File: config.mk
export PLATFORM = sky130hd
export DESIGN_NAME = dma_irq_stat
export DESIGN_NICKNAME = d
export VERILOG_FILES = /design/src/rtl/dma_irq_pkg.sv /design/src/rtl/irq_stat_bit.sv /design/src/rtl/irq_abort_flag.sv /design/src/rtl/irq_cfg_regs.sv /design/src/rtl/dma_irq_stat.sv
export SDC_FILE = /design/constraint.sdc
export NUM_CORES = 1
export LEC_CHECK = 0
export BUFFER_PORTS_ARGS = -buffer_cell sky130_fd_sc_hd__buf_2
export CORE_MARGIN = 2
export CORE_UTILIZATION = 51
export CTS_CLUSTER_DIAMETER = 50
export DETAILED_ROUTE_END_ITERATION = 16
export PLACE_DENSITY = 0.91
export SLEW_MARGIN = 20
export SYNTH_ARGS = -nofsm -noshare
export SYNTH_HDL_FRONTEND = slang
export SYNTH_SLANG_ARGS = --single-unit
File: constraint.sdc
create_clock -name clk -period 6 [get_ports clk]
set_input_delay 1.2 -clock clk [delete_from_list [all_inputs] [get_ports clk]]
set_output_delay 1.2 -clock clk [all_outputs]
set_load 0.01 [all_outputs]
File: src/rtl/dma_irq_pkg.sv
package dma_irq_pkg;

  // Next value of one channel event bit.
  function automatic logic evt_bit_next(input logic cur, input logic live,
                                        input logic prev, input logic clr,
                                        input logic edge_mode);
    logic rise;
    rise = live & ~prev;
    if (edge_mode) return (cur & ~clr) | rise;
    else           return live;
  endfunction

  // Next value of one abort flag: a hit wins over the read clear.
  function automatic logic abort_bit_next(input logic cur, input logic hit,
                                          input logic rd_clr);
    return (cur & ~rd_clr) | hit;
  endfunction

endpackage

File: src/rtl/irq_stat_bit.sv
module irq_stat_bit
  import dma_irq_pkg::*;
(
  input  logic clk,
  input  logic rst_n,
  input  logic edge_mode_i,
  input  logic live_i,
  input  logic clr_i,
  output logic bit_o
);
  logic prev_q;
  logic bit_q;

  always_ff @(posedge clk or negedge rst_n) begin
    if (!rst_n) begin
      prev_q <= 1'b0;
      bit_q  <= 1'b0;
    end else begin
      prev_q <= live_i;
      bit_q  <= evt_bit_next(bit_q, live_i, prev_q, clr_i, edge_mode_i);
    end
  end

  assign bit_o = bit_q;
endmodule

File: src/rtl/irq_abort_flag.sv
module irq_abort_flag
  import dma_irq_pkg::*;
(
  input  logic clk,
  input  logic rst_n,
  input  logic hit_i,
  input  logic rd_clr_i,
  output logic flag_o
);
  logic flag_q;

  always_ff @(posedge clk or negedge rst_n) begin
    if (!rst_n) flag_q <= 1'b0;
    else        flag_q <= abort_bit_next(flag_q, hit_i, rd_clr_i);
  end

  assign flag_o = flag_q;
endmodule

File: src/rtl/irq_cfg_regs.sv
module irq_cfg_regs #(
  parameter int ADDR_W   = 6,
  parameter int DATA_W   = 8,
  parameter int CTRL_IDX = 0,
  parameter int MASK_IDX = 5,
  parameter int MODE_BIT = 6
) (
  input  logic              clk,
  input  logic              rst_n,
  input  logic              wr_i,
  input  logic [ADDR_W-1:0] addr_i,
  input  logic [DATA_W-1:0] wdata_i,
  output logic              edge_mode_o,
  output logic [DATA_W-1:0] mask_o
);
  localparam logic [ADDR_W-1:0] CTRL_A = ADDR_W'(CTRL_IDX);
  localparam logic [ADDR_W-1:0] MASK_A = ADDR_W'(MASK_IDX);

  logic              mode_q;
  logic [DATA_W-1:0] mask_q;

  always_ff @(posedge clk or negedge rst_n) begin
    if (!rst_n) begin
      mode_q <= 1'b0;
      mask_q <= '0;
    end else if (wr_i) begin
      if (addr_i == CTRL_A) mode_q <= wdata_i[MODE_BIT];
      if (addr_i == MASK_A) mask_q <= wdata_i;
    end
  end

  assign edge_mode_o = mode_q;
  assign mask_o      = mask_q;
endmodule

File: src/rtl/dma_irq_stat.sv
module dma_irq_stat #(
  parameter int ADDR_W   = 6,
  parameter int DATA_W   = 8,
  parameter int NUM_EVT  = 4,
  parameter int NUM_ABT  = 2,
  parameter int CTRL_IDX = 0,
  parameter int MASK_IDX = 5,
  parameter int STAT_IDX = 6,
  parameter int MODE_BIT = 6
) (
  input  logic               clk,
  input  logic               rst_n,
  input  logic [ADDR_W-1:0]  reg_addr,
  input  logic [DATA_W-1:0]  reg_wdata,
  input  logic               reg_wr,
  input  logic               reg_rd,
  output logic [DATA_W-1:0]  reg_rdata,
  input  logic [NUM_EVT-1:0] evt_i,
  input  logic [NUM_ABT-1:0] abort_i,
  output logic               irq
);
  localparam int NUM_SRC = NUM_EVT + NUM_ABT;
  localparam logic [ADDR_W-1:0] CTRL_A = ADDR_W'(CTRL_IDX);
  localparam logic [ADDR_W-1:0] MASK_A = ADDR_W'(MASK_IDX);
  localparam logic [ADDR_W-1:0] STAT_A = ADDR_W'(STAT_IDX);

  logic               edge_mode;
  logic [DATA_W-1:0]  mask_q;
  logic [NUM_EVT-1:0] ev_bits;
  logic [NUM_ABT-1:0] ab_bits;
  logic [NUM_SRC-1:0] stat_all;
  logic               stat_wr;
  logic               stat_rd;

  assign stat_wr = reg_wr && (reg_addr == STAT_A);
  assign stat_rd = reg_rd && (reg_addr == STAT_A);

  irq_cfg_regs #(
    .ADDR_W(ADDR_W), .DATA_W(DATA_W), .CTRL_IDX(CTRL_IDX),
    .MASK_IDX(MASK_IDX), .MODE_BIT(MODE_BIT)
  ) u_cfg (
    .clk(clk), .rst_n(rst_n), .wr_i(reg_wr), .addr_i(reg_addr),
    .wdata_i(reg_wdata), .edge_mode_o(edge_mode), .mask_o(mask_q)
  );

  for (genvar g = 0; g < NUM_EVT; g++) begin : g_evt
    irq_stat_bit u_bit (
      .clk(clk), .rst_n(rst_n), .edge_mode_i(edge_mode),
      .live_i(evt_i[g]), .clr_i(stat_wr & reg_wdata[g]),
      .bit_o(ev_bits[g])
    );
  end

  for (genvar g = 0; g < NUM_ABT; g++) begin : g_abt
    irq_abort_flag u_flag (
      .clk(clk), .rst_n(rst_n), .hit_i(abort_i[g]),
      .rd_clr_i(stat_rd), .flag_o(ab_bits[g])
    );
  end

  assign stat_all = {ab_bits, ev_bits};
  assign irq      = |(stat_all & mask_q[NUM_SRC-1:0]);

  always_comb begin
    reg_rdata = '0;
    case (reg_addr)
      CTRL_A:  reg_rdata[MODE_BIT]      = edge_mode;
      MASK_A:  reg_rdata                = mask_q;
      STAT_A:  reg_rdata[NUM_SRC-1:0]   = stat_all;
      default: reg_rdata                = '0;
    endcase
  end
endmodule

Word level (Yosys, flattened, before mapping)

Cells that the tools add are included.

Logic and storage cells: 57
Bits in registers: 19
Output and inout bits: 9

Eq/ne operators: 2
Mux-type cells: 7
Reductions and logical operators: 6
Bitwise logic cells: 30

Operators by type and width:

| cell               | count |
|---|---|
| $and 1x1->1        | 14 |
| $eq 6x3->1 const B | 2 |
| $pmux 6 s2         | 1 |
| $not 1->1          | 9 |
| $and 6x6->6        | 1 |
| $logic_not 6->1    | 1 |
| $or 1x1->1         | 6 |
| $reduce_or 6->1    | 1 |
| $mux 1             | 5 |
| $reduce_and 2->1   | 2 |
| $logic_and 1x1->1  | 2 |
| $pmux 1 s2         | 1 |

Longest topological paths before layout

Gate-level depths: netlist of run 1.

Word-level depth: 7
Gate-level depth with buffers: 4

Hierarchy

From an unflattened synthesis of run 1, not the netlist that was laid out.

Cells, all modules: 87
Area, all modules: 1028.5 sq um

Modules (own cells, without submodules):

| module         | instances | area each (sq um) | sequential area each (sq um) | cells each |
|---|---|---|---|---|
| irq_cfg_regs   | 1         | 379.1             | 225.2                        | 22 |
| irq_stat_bit   | 4         | 72.6              | 50.0                         | 5 |
| dma_irq_stat   | 1         | 286.5             | 0.0                          | 39 |
| irq_abort_flag | 2         | 36.3              | 25.0                         | 3 |

Worst setup path after synthesis of run 1

No wires, ideal clock.

Path kind: in2out
From: input port reg_addr[3]
To: output port reg_rdata[0]
Stages: 4
Required time: 4.800 ns
Slack: 2.406 ns
Data arrival time: 2.394 ns
Path through: or4b_1 > buf_6 > nor3b_4 > a22o_2

Word-level cells in the longest chain between the ends: 2
Elaborated cells on any way between the ends: 3

Ends and longest elaborated chain:

| what            | RTL line           | RTL |
|---|---|---|
| start, declared | dma_irq_stat.sv:13 | `input logic [ADDR_W-1:0] reg_addr,` |
| $eq 6x3->1      | dma_irq_stat.sv:66 | `case (reg_addr)` |
| $pmux 6 s2 (*)  | dma_irq_stat.sv:66 |  |
| end, declared   | dma_irq_stat.sv:17 | `output logic [DATA_W-1:0] reg_rdata,` |

Every way passes the cells marked *; elsewhere a longest branch is shown, timed or not.

Final worst setup path of run 1

Same ends and word-level chain as after synthesis.

==> results of run 1 <==
## flip-flops by register name (all words and copies together) (netlist names)
register / flops
g_evt.u_bit.bit_o: 4
u_cfg.mask_o: 8
u_cfg.edge_mode_o: 1
g_evt.u_bit.prev_q: 4
g_abt.u_flag.flag_o: 2
## metal layers
| layer | GRT usage | wire length (um) |
|---|---|---|
| met1 | 0.242 | 758 |
| met2 | 0.319 | 975 |
| met3 | 0.0431 | 99 |
| met4 | 0.103 | 27 |
| met5 | 0 | 0 |
## path summary, 6_finish.rpt
kind | startpoint | endpoint | slack [ns] | cells past startpoint
worst max-delay path | reg_addr[3] | reg_rdata[0] | 2.01 | 5
worst min-delay path | u_cfg.mask_o[7]$_DFFE_PN0P_ | u_cfg.mask_o[7]$_DFFE_PN0P_ | 0.52 | 1
worst max register to register | u_cfg.edge_mode_o$_DFFE_PN0P_ | g_evt[3].u_bit.bit_o$_DFF_PN0_ | 4.96 | 3
worst min register to register | u_cfg.mask_o[7]$_DFFE_PN0P_ | u_cfg.mask_o[7]$_DFFE_PN0P_ | 0.52 | 1
max in group asynchronous | rst_n | g_evt[3].u_bit.bit_o$_DFF_PN0_ | 4.90 | 1
min in group asynchronous | rst_n | g_evt[2].u_bit.prev_q$_DFF_PN0_ | 0.80 | 1
## through the flow
step	instance area, sq um	utilization	instances	hold WS (ns)
3_5_place_dp	1090	0.636	129	0.496
5_1_grt	1110	0.652	133	0.545
6_report	1110	0.652	133	0.515
3_3_place_gp	1090	0.636	129	0.480
4_1_cts	1110	0.652	133	0.523
2_1_floorplan	910	-	74	0.472
## final cells by class
cell class                 count  area (sq um)  share of cell area
clock buffer                   3          22.5              0.0202
clock inverter                 1          5.00             0.00449
inverter                       2          7.51             0.00674
multi-input combinational     51           412               0.370
sequential                    19           475               0.427
tap                           25          31.3              0.0281
timing repair buffer          32           160               0.144
## synthesized netlist by cell type (2+ instances only)
| master | n |
|---|---|
| a31oi_1 | 6 |
| mux2_2 | 9 |
| nand3b_1 | 2 |
| nor3_1 | 2 |
| dfrtp_1 | 19 |
| nand3_1 | 2 |
| nor3b_4 | 2 |
| inv_1 | 2 |
| a22o_2 | 6 |
| a22oi_1 | 7 |
| nand2_1 | 8 |
| nor2_1 | 3 |
## where the power goes
group	total [mW]	internal, mW	switching [mW]
Sequential	0.152	0.141	0.0111
Clock	0.0660	0.0249	0.0411
Combinational	0.0396	0.0211	0.0184
Total	0.257	0.187	0.0706
## cell families (layout without fill, tap and decap cells)
kind of cell / count (synthesis) / count (layout) / share of synthesized area
DFF: 19 / 19 / 0.523
muxes: 9 / 9 / 0.111
AOI/OAI and AO/OA: 20 / 20 / 0.176
buffers and inverters: 4 / 38 / 0.0248
and+or+nand+nor: 22 / 22 / 0.165
==> results.yml, run 1 <==
status:
  status: "completed"
synthesis:
  yosys-top-cells-area: "dfrtp_1, mux2_2, a22o_2"
  yosysUniqueCellTypes: 18
  ys_warn_count: 0
  synthFlopType: "dfrtp_1"
  synth_area_leader_cell: "dfrtp_1"
  syn_area_sq_um: 910
  synth_top_area_share: 0.523
  async_flop_share: 1.00
  avgSynthCellArea_sq_um: 12.3
  yosysSeqAreaShare: 0.523
  syn-num-nets: 98
  synth_edf_count: 0
  synth_seq_cells: 19
  synthCells: 74
clock_tree:
  clk_path_buf_depth: 2
  cts-root-buf: "clkbuf_4"
  cts_setup_buffers: 0
  ctsResizeCount: 0
  cts.htree.levels: 1
  insertion_delay_ns: 0.31
  cts-buffers-inserted: 3
  clk_pin_slew_ns: 0.11
  ctsHoldBuffers: 0
  cts_tree: "yes"
  clkSinkCount: 19
timing:
  setup_violations: 0
  period_minus_slack_ns: 3.99
  period_share: 0.666
  setup_slack_ns: 2.01
  tightest_slew_ns: 0.407
  rsz0062_at_grt: "false"
  max_freq_mhz: 250
  drv_slew: 0
  skew_ns: 0.00789
  report.final.hold_viol_count: 0
  max_slew_margin: 0.729
  setup_tns_ns: 0
worst_setup_path:
  crit_type: "primary input to output pin"
  cp-start-kind: "primary input"
  path_cells: "buf_2 -> or4b_1 -> nor3b_4 -> a22o_2 -> buf_2"
  cp.arrival_ns: 2.79
  crit_buf_inv: 2
  path_max_fanout: 8
  slowest_stage: "or4b_1"
  end_kind: "output pin"
  worstPathRequired_ns: 4.80
  critPathTopFamily: "simple AND/OR/NAND/NOR gates"
  crit_path_frequent_cell: "buf_2"
  cp_slowest_stage_delay_ns: 0.72
route:
  drc: 0
  antenna_left: 0
  first_pass_iters: 6
  wirelength_um: 1860
  wl_per_cell_um: 14.0
  vias: 753
  initialDrtViolationCount: 30
  avgViaCountPerCell: 5.66
floorplanning:
  dieArea_sq_um: 2140
  ios: 33
  core-area_sq_um: 1710
  row_count: 15
  initial_utilization: 0.533
  fp.dieH_um: 46.2
  die_w_um: 46.2
layout:
  final_cell_mix: "buf_2, dfrtp_1, mux2_2"
  nets: 133
  drive_above_1_share: 0.500
  syn_to_final_growth_pct: 22.4
  final_common_cell: "buf_2"
  diodes: 0
  fillCellCount: 136
global_route:
  grt_use_total: 0.196
  antenna_found_initial: 0
  grt_pass1_vias: 691
  grt_first_pass_wirelength_um: 2890
  grt-ovfl-total: 0
  grt_max_degree: 20
placed_design:
  gp_congestion: 0.696
  dp_slack_ns: 2.00
  hpwl_um: 1440
  port_buffers: 32
job:
  cap_viol_max_count: 0
min_path:
  hold_class: "flip-flop to flip-flop"
pwr:
  p_leak_nw: 0.568
  power_density_nw_per_um2: 231
  totalPowerFinal_mw: 0.257
  ir_worst_vdd_uv: 137
(Power assumes the default switching activity.)
==> run 2, diff against run 1 <==
--- a/config.mk
+++ b/config.mk
@@ -7,10 +7,10 @@
 export LEC_CHECK = 0
 export BUFFER_PORTS_ARGS = -buffer_cell sky130_fd_sc_hd__buf_2
 export CORE_MARGIN = 2
-export CORE_UTILIZATION = 51
+export CORE_UTILIZATION = 43
 export CTS_CLUSTER_DIAMETER = 50
 export DETAILED_ROUTE_END_ITERATION = 16
-export PLACE_DENSITY = 0.91
+export PLACE_DENSITY = 0.83
 export SLEW_MARGIN = 20
 export SYNTH_ARGS = -nofsm -noshare
 export SYNTH_HDL_FRONTEND = slang
==> constraint.sdc (replaced) <==
create_clock -name clk -period 3.5 [get_ports clk]
set_input_delay 0.7 -clock clk [delete_from_list [all_inputs] [get_ports clk]]
set_output_delay 0.7 -clock clk [all_outputs]
set_load 0.01 [all_outputs]
==> run 2 against run 1 <==
First-iteration DRC count decreased by 50%; largest cell class unchanged; count of clock-buffer cells in the layout increased by 1; sequential share of layout area about the same; register-to-register slack got worse by 2.5 ns.
==> results.yml, run 2 (synthesis results as in run 1) <==
status:
  status: "completed"
timing:
  tightest_slew_ns: 0.420
  setup_violations: 0
  setup_tns_ns: 0
  period_minus_slack_ns: 2.99
  max_freq_mhz: 334
  max_slew_margin: 0.719
  report.final.hold_viol_count: 0
  skew_ns: 0.00517
  setup_slack_ns: 0.506
  drv_slew: 0
  rsz0062_at_grt: "false"
  period_share: 0.856
route:
  wl_per_cell_um: 14.8
  vias: 739
  m1WireLength_um: 797
  met3_length_um: 150
  initialDrtViolationCount: 15
  first_pass_iters: 4
  antenna_left: 0
  avgViaCountPerCell: 5.47
  route.met2.wl_um: 1000
  wirelength_um: 2000
  drc: 0
  top_layer: "met4"
clock_tree:
  cts-buffers-inserted: 3
  clk_pin_slew_ns: 0.10
  clk_path_buf_depth: 2
  ctsHoldBuffers: 0
  ctsResizeCount: 0
  cts.htree.levels: 1
  cts_setup_buffers: 0
  clkSinkCount: 19
  insertion_delay_ns: 0.29
  cts_tree: "yes"
  cts-root-buf: "clkbuf_4"
global_route:
  grt_pass1_vias: 730
  grt_first_pass_wirelength_um: 3290
  grt-ovfl-total: 0
  grt_max_degree: 20
  antenna_found_initial: 0
  grt_use_total: 0.179
layout:
  syn_to_final_growth_pct: 22.6
  largest_register_ffs: 8
  diodes: 0
  drive_above_1_share: 0.491
  final_common_cell: "buf_2"
  final_cell_mix: "buf_2, dfrtp_1, mux2_2"
  nets: 133
  post-route-util: 0.563
  stdcell_count: 135
placed_design:
  dp.cells: 131
  dp_slack_ns: 0.502
  hpwl_um: 1530
  port_buffers: 32
  gp_congestion: 0.779
pwr:
  ir_worst_vdd_uv: 266
  power_density_nw_per_um2: 391
  p_leak_nw: 0.565
floorplanning:
  die_w_um: 50.0
  ios: 33
  fp.dieH_um: 50.0
  initial_utilization: 0.459
  core-area_sq_um: 1980
  dieArea_sq_um: 2500
  row_count: 16
min_path:
  hold_class: "primary input to asynchronous set/reset pin"
worst_setup_path:
  reg2reg_to: "g_evt[1].u_bit.bit_o$_DFF_PN0_"
  end_kind: "output pin"
  rr_startpoint: "u_cfg.edge_mode_o$_DFFE_PN0P_"
  cp-start-kind: "primary input"
  rrSetupSlack_ns: 2.46
  worstPathRequired_ns: 2.80
  cp.arrival_ns: 2.29
  crit_type: "primary input to output pin"
  path_max_fanout: 8
  r2r_cells: 3
job:
  cap_viol_max_count: 0
-- run 2: cell types whose count changed in the layout (fill, tap and decap cells not counted) --
cell / previous run / this run
clkbuf_1: 0 / 1
clkinv_2: 1 / 0
-- run 2: how the worst max path moves through the flow --
stage                 from      endpoint  slack (ns)  cells past startpoint
2_1_floorplan  reg_addr[3]  reg_rdata[0]        0.91                      4
3_3_place_gp   reg_addr[3]  reg_rdata[0]        0.51                      5
3_5_place_dp   reg_addr[3]  reg_rdata[3]        0.50                      5
4_1_cts        reg_addr[3]  reg_rdata[0]        0.50                      5
5_1_grt        reg_addr[3]  reg_rdata[0]        0.41                      5
6_report       reg_addr[3]  reg_rdata[0]        0.51                      5
-- run 2: routing by layer --
layer / vias to the layer above / track usage
li1: 351 / -
met1: 337 / 0.218
met2: 43 / 0.281
met3: 8 / 0.0455
met4: 0 / 0.111
met5: - / 0
-- run 2: layout make-up --
type | count | area, sq um
clock buffer | 4 | 26.3
timing repair buffer | 32 | 160
sequential | 19 | 475
inverter | 2 | 7.51
fill | 189 | 867
tap | 27 | 33.8
multi-input combinational | 51 | 412
-- run 2: metrics by stage --
step / hold slack, ns / cell area, sq um / power, mW
floorplan: 0.404 / 910 / 0.298
global placement: 0.484 / 1090 / 0.329
detailed placement: 0.511 / 1090 / 0.335
CTS: 0.333 / 1110 / 0.441
global route: 0.338 / 1110 / 0.462
finish: 0.325 / 1110 / 0.435
-- run 2: power by group --
part / internal (mW) / switching, mW / leakage, nW
logic: 0.0362 / 0.0321 / 0.319
clock network: 0.0442 / 0.0622 / 0.0150
registers: 0.241 / 0.0193 / 0.230
total: 0.322 / 0.114 / 0.565
-- run 2: critical path, stage by stage --
cell	delay, ns
buf_2	0.10
or4b_1	0.72
nor3b_4	0.44
a22o_2	0.21
buf_2	0.12
